## config.mk

```make
export PLATFORM = sky130hd
export DESIGN_NAME = cmos_lane_serializer
export DESIGN_NICKNAME = d
export VERILOG_FILES = /design/src/rtl/cmos_lane_serializer.sv
export SDC_FILE = /design/constraint.sdc
export NUM_CORES = 1
export LEC_CHECK = 0
export BUFFER_PORTS_ARGS = -buffer_cell sky130_fd_sc_hd__buf_2
export CAP_MARGIN = 15
export CORE_MARGIN = 1.5
export CORE_UTILIZATION = 45
export DETAILED_ROUTE_END_ITERATION = 16
export HOLD_SLACK_MARGIN = 0.1
export MAX_ROUTING_LAYER = met4
export PLACE_DENSITY_LB_ADDON = 0.12
export REMOVE_ABC_BUFFERS = 1
export SYNTH_ARGS = -nofsm -noshare
export SYNTH_HDL_FRONTEND = slang
export SYNTH_SLANG_ARGS = --single-unit
export TNS_END_PERCENT = 20
```

## constraint.sdc

```tcl
create_clock -name dclk_in -period 2.9 [get_ports dclk_in]
set_clock_uncertainty 0.05 [all_clocks]
set_input_delay 0.725 -clock dclk_in [delete_from_list [all_inputs] [get_ports dclk_in]]
set_output_delay 0.725 -clock dclk_in [all_outputs]
set_load 0.1 [all_outputs]
```

## src/rtl/cmos_lane_serializer.sv

```systemverilog
module cmos_lane_serializer #(
  parameter int SAMP_W = 20,
  parameter int MIN_W  = 14
) (
  input  logic                               dclk_in,
  input  logic                               rst,
  input  logic                               samp_valid,
  input  logic [SAMP_W-1:0]                  samp_a,
  input  logic [SAMP_W-1:0]                  samp_b,
  input  logic [1:0]                         lane_mode,
  input  logic [$clog2(SAMP_W+1)-1:0]        word_bits,
  output logic                               dclk_out,
  output logic                               fclk,
  output logic                               a5,
  output logic                               a6,
  output logic                               b5,
  output logic                               b6
);
  localparam int WB = $clog2(SAMP_W + 1);
  localparam int LW = WB + 1;
  localparam logic [1:0] M_TWO  = 2'b00;
  localparam logic [1:0] M_HALF = 2'b10;

  logic              run;
  logic [1:0]        mode_r;
  logic [WB-1:0]     width_r, width_c;
  logic [LW-1:0]     cnt, flen;
  logic [SAMP_W-1:0] hold_a, hold_b, dly_a, dly_b, sh_a, sh_b;
  logic              two, half, last, load, in_b;

  function automatic logic [SAMP_W-1:0] top_mask(input logic [WB-1:0] w);
    return ~({SAMP_W{1'b1}} >> w);
  endfunction

  always_comb begin
    if (word_bits < WB'(MIN_W))       width_c = WB'(MIN_W);
    else if (word_bits > WB'(SAMP_W)) width_c = WB'(SAMP_W);
    else                              width_c = word_bits;
  end

  assign two  = (mode_r == M_TWO);
  assign half = (mode_r == M_HALF);

  always_comb begin
    if (two)       flen = LW'((width_r + WB'(1)) >> 1);
    else if (half) flen = {width_r, 1'b0};
    else           flen = LW'(width_r);
  end

  assign last = (cnt == flen - LW'(1));
  assign load = !run || last;
  assign in_b = half && (cnt >= LW'(width_r));

  always_ff @(posedge dclk_in) begin
    if (rst) begin
      hold_a <= '0;
      hold_b <= '0;
    end else if (samp_valid) begin
      hold_a <= samp_a;
      hold_b <= samp_b;
    end
  end

  always_ff @(posedge dclk_in) begin
    if (rst) begin
      run     <= 1'b0;
      cnt     <= '0;
      mode_r  <= M_TWO;
      width_r <= WB'(SAMP_W);
      dly_a   <= '0;
      dly_b   <= '0;
      sh_a    <= '0;
      sh_b    <= '0;
    end else if (load) begin
      run     <= 1'b1;
      cnt     <= '0;
      mode_r  <= lane_mode;
      width_r <= width_c;
      dly_a   <= hold_a;
      dly_b   <= hold_b;
      sh_a    <= ((lane_mode == M_TWO) ? dly_a : hold_a) & top_mask(width_c);
      sh_b    <= ((lane_mode == M_TWO) ? dly_b : hold_b) & top_mask(width_c);
    end else begin
      cnt <= cnt + LW'(1);
      if (two) begin
        sh_a <= sh_a << 2;
        sh_b <= sh_b << 2;
      end else if (half) begin
        if (in_b) sh_b <= sh_b << 1;
        else      sh_a <= sh_a << 1;
      end else begin
        sh_a <= sh_a << 1;
        sh_b <= sh_b << 1;
      end
    end
  end

  assign dclk_out = dclk_in;
  assign fclk     = run && ({cnt, 1'b0} < {1'b0, flen});
  assign a6       = in_b ? sh_b[SAMP_W-1] : sh_a[SAMP_W-1];
  assign a5       = two && sh_a[SAMP_W-2];
  assign b6       = !half && sh_b[SAMP_W-1];
  assign b5       = two && sh_b[SAMP_W-2];
endmodule

```

Word-level counts from Yosys, hierarchy flattened

Cells that the tools add are included.

Output and inout bits: 6
Bits in registers: 134

Reduce and logical (&&, ||, !) cells: 11
Bitwise operators: 3
Shift-type cells: 1
Muxes and demuxes: 15
Equality and inequality tests: 4
Add/subtract/negate cells: 3
Order comparisons: 4

Operators with widths:

| kind                    | number |
|---|---|
| $mux W20                | 10 |
| $and A20 B20 Y20        | 2 |
| $not A20 Y20            | 1 |
| $shr A20 B5 Y20 const A | 1 |
| $mux W6                 | 2 |
| $mux W5                 | 2 |
| $lt A7 B6 Y1            | 1 |
| $add A5 B1 Y6 const B   | 1 |
| $add A6 B1 Y6 const B   | 1 |
| $eq A6 B6 Y1            | 1 |
| $ge A6 B5 Y1            | 1 |
| $sub A6 B1 Y6 const B   | 1 |
| $gt A5 B5 Y1 const B    | 1 |
| $logic_and A1 B1 Y1     | 5 |
| $lt A5 B4 Y1 const B    | 1 |
| $logic_not A2 Y1        | 2 |
| $ne A4 B2 Y1 const B    | 1 |
| $ne A4 B4 Y1 const B    | 1 |
| $eq A2 B2 Y1 const B    | 1 |
| $logic_not A1 Y1        | 2 |
| $reduce_or A2 Y1        | 1 |
| $logic_or A1 B1 Y1      | 1 |
| $mux W1                 | 1 |

Logic depth before layout (Yosys ltp)

Depth in word-level cells: 7
Gate-level depth with buffers: 15
Mapped depth without buffers: 12

==> summary.md <==
| Metric | Value |
|---|---|
| Outcome | `finished, violations left` |
| Failing checks | `setup timing` |
| Largest net degree at the start of global routing | `47` |
| Post-synthesis sequential area ratio | `0.377` |
| Comb power frac | `0.462` |
| Top post-synthesis cells by area | `dfxtp_1, nand2_1, mux2i_1` |
| Drt first pass iters | `6` |
| Post-synth top cells | `nand2_1, dfxtp_1, a21oi_1, clkbuf_1, nand3_1` |
| Area grow syn2layout | `28.9%` |
| HP Start | `samp_a[14]` |
| WP buf/inv | `1` |
| Area after DPL | `7870 um^2` |
| Critical Path RT | `2120 ps` |
| Antenna diodes | `0` |
| Yosys top cell by area | `dfxtp_1` |
| Vias per inst | `5.80` |
| Worst-path clk slew | `60 ps` |
| Die ar. | `16600 um^2` |
| Core Area | `15300 um^2` |
| Worst setup startpoint | `width_r[0]$_SDFFE_PP0P_` |
| Hold slack final | `368 ps` |
| Slew Viols, Final | `0` |
| Routed len/inst | `17.0 um` |
| RSZ-0062 raised after global routing | `true` |
| PortBufs | `55` |
| Post-synth EDFFs | `0` |
| Most frequent cell after synthesis | `nand2_1` |
| MaxCap Viol Count | `0` |
| Starting Density | `0.464` |
| Synth cell types | `55` |
| Final period utilization | `1.22` |
| Post-synthesis async set-or-reset flop share | `0` |
| Reg-to-Reg End | `dly_b[5]$_SDFFE_PP0P_` |
| #FFs+latches synth | `134` |
| Non-filler instance count after layout | `1160` |
| WL final | `19700 um` |
| M1 WL | `9080 um` |
| Syn. warnings | `0` |
| Clk pwr share | `0.271` |
| Vias in the first global route | `6461` |
| Final Hold Vio Count | `0` |
| First-pass GRT wire length | `31900 um` |
| Final setup fails | `95` |
| Internal Dissipation | `5190 uW` |
| Routed wire length on met2 | `9470 um` |
| R2r worst-path depth | `15` |
| Worst r2r src | `width_r[0]$_SDFFE_PP0P_` |
| Final #Nets | `998` |
| Worst Path Max Fanout | `2` |
| Die Width | `129 um` |
| Sequential Power Share | `0.266` |
| Prevailing post-synth register cell | `dfxtp_1` |
| Endpoint, Worst Hold | `hold_a[14]$_SDFFE_PP0P_` |
| CTS tree | `built` |
| Core Rows | `45` |
| Crit path DAT | `2760 ps` |
| Period minus WS final | `3540 ps` |
| Pwr Density | `940 nW/um^2` |
| Crit path kind | `flop to output pin` |
| Clock latency on the worst-skew pair | `540 ps` |
| Boundary Pins | `56` |
| CP max stage cell | `dfxtp_2` |
| Finished Cell Area | `9160 um^2` |
| P_leak | `0.00418 uW` |
| Detail Route met3 WL | `827 um` |
| Critical Path Sink Type | `output pin` |
| Routed Antenna Nets | `0` |
| Hold-fix buffers, CTS | `0` |
| Fraction of layout cells with a size suffix above 1 | `0.280` |
| Worst Hold Path Cells | `3` |
| Cell area after synthesis | `7110 um^2` |
| Die height | `129 um` |
| GP Congestion | `0.801` |
| Total gr overflow | `0` |
| Peak VDD IR | `0.000907 V` |
| Iter 0 DRT Violations | `439` |
| Post-synth top area share | `0.377` |
| Initial antenna violation count | `0` |
| R2R setup slack | `-360 ps` |
| Syn_area_per_cell | `8.10 um^2` |
| Crit path launch type | `flop` |
| Worst Max-Slew Pin Slew | `840 ps` |
| Inst Count DP | `1107` |
| CP delay by family, top | `compound AO/OA/AOI/OAI gates` |
| P_sw | `3420 uW` |
| Hold Crit Class | `input port to flop` |
| CP cell instances | `ha_4 > xor2_1 > o211ai_1 > a21boi_2 > ha_1 > a21oi_2 > o21bai_1 > maj3_2 > a31oi_4 > buf_12` |
| Max stage delay on crit path | `340 ps` |
| Final worst setup slack | `-638 ps` |
| Cells after synthesis | `877` |
| Top achievable clock speed | `283 MHz` |
| Residual DRC | `0` |
| Top layer in use | `met4` |
| Net Sw Frac | `0.398` |
| Total track usage | `0.252` |
| DPL Wire Length | `12200 um` |
| Final core occ | `0.598` |
| Via count | `6733` |
| Slew headroom | `0.440` |
through the flow:
step | TNS [ps] | power (uW) | setup slack (ps)
2_1_floorplan | -195580 | 3990 | -2350
3_3_place_gp | -20370 | 5410 | -355
3_5_place_dp | -29500 | 5470 | -417
4_1_cts | -13990 | 8380 | -662
5_1_grt | -38110 | 9020 | -763
6_report | -26540 | 8610 | -638
per-layer routing:
| metal | GRT usage | vias to the layer above |
|---|---|---|
| met1 | 0.321 | 3263 |
| li1 | - | 3281 |
| met4 | 0.0919 | 0 |
| met3 | 0.0516 | 24 |
| met5 | - | - |
| met2 | 0.396 | 165 |
flip-flops by register name, summed over array words and instances, names as in the netlist:
register / cells
hold_a: 20
dly_b: 20
mode_r: 2
dly_a: 20
width_r: 5
hold_b: 20
cnt: 6
run: 1
sh_b: 20
sh_a: 20
worst reg2reg max path: cells and delay by family (launching register included):
family	cells	cell delay (ps)
AO/OA/AOI/OAI	6	1510
AND/OR/NAND/NOR	1	100
multiplexers	1	90
flip-flops	1	340
adder cells (fa/ha/maj)	2	360
XOR/XNOR	2	270
buffers and inverters	3	450
power groups by stage:
stage	registers, uW	logic [uW]	clock network [uW]
3_3_place_gp	2290	2990	121
3_5_place_dp	2300	3040	121
4_1_cts	2280	3720	2380
2_1_floorplan	2320	1670	0
5_1_grt	2330	4240	2460
6_report	2290	3980	2340
timing repair:
action | in CTS | in global routing
cloned | 7 | 2
buffers inserted | 6 | 3
gates resized for setup | 60 | 21
endpoints found under the setup margin | 95 | 95
pin swaps | 10 | 7
cell usage in the layout (no fill, tap or decap), drive strengths merged, types with 5 or more instances in the layout:
| cell | n |
|---|---|
| nand2 | 158 |
| dfxtp | 134 |
| buf | 120 |
| a21oi | 67 |
| nand3 | 59 |
| nor2 | 53 |
| o21ai | 43 |
| mux2i | 42 |
| o211a | 41 |
| a31o | 41 |
| clkbuf | 23 |
| and2 | 19 |
| o22ai | 16 |
| o221ai | 15 |
| ha | 12 |
| inv | 10 |
| clkinv | 9 |
| xnor2 | 8 |
| o31ai | 7 |
| mux2 | 6 |
| nor3 | 5 |
| nand4 | 5 |
cell type report:
| type | count | area (um^2) |
|---|---|---|
| Fill cell | 1376 | 6150 |
| Sequential cell | 134 | 2690 |
| Clock inverter | 13 | 109 |
| Tap cell | 211 | 264 |
| Multi-Input combinational cell | 649 | 4390 |
| Inverter | 10 | 37.5 |
| Timing Repair Buffer | 120 | 1150 |
| Clock buffer | 23 | 523 |
logic make-up after synthesis:
family | synth area share
buffers and inverters | 0.0590
multiplexers | 0.0686
AO/OA/AOI/OAI | 0.261
adder cells (fa/ha/maj) | 0.0225
flip-flops | 0.377
XOR/XNOR | 0.0136
AND/OR/NAND/NOR | 0.198
how the worst max path moves through the flow:
stage                     depth (start not counted)  slack [ps]  endpoint
after floorplan                                   6       -2350      fclk
after global placement                           10        -360      fclk
after detailed placement                         10        -420      fclk
after CTS                                        10        -660      fclk
after global routing                             10        -760      fclk
final                                            10        -640      fclk
(Power assumes the default switching activity.)
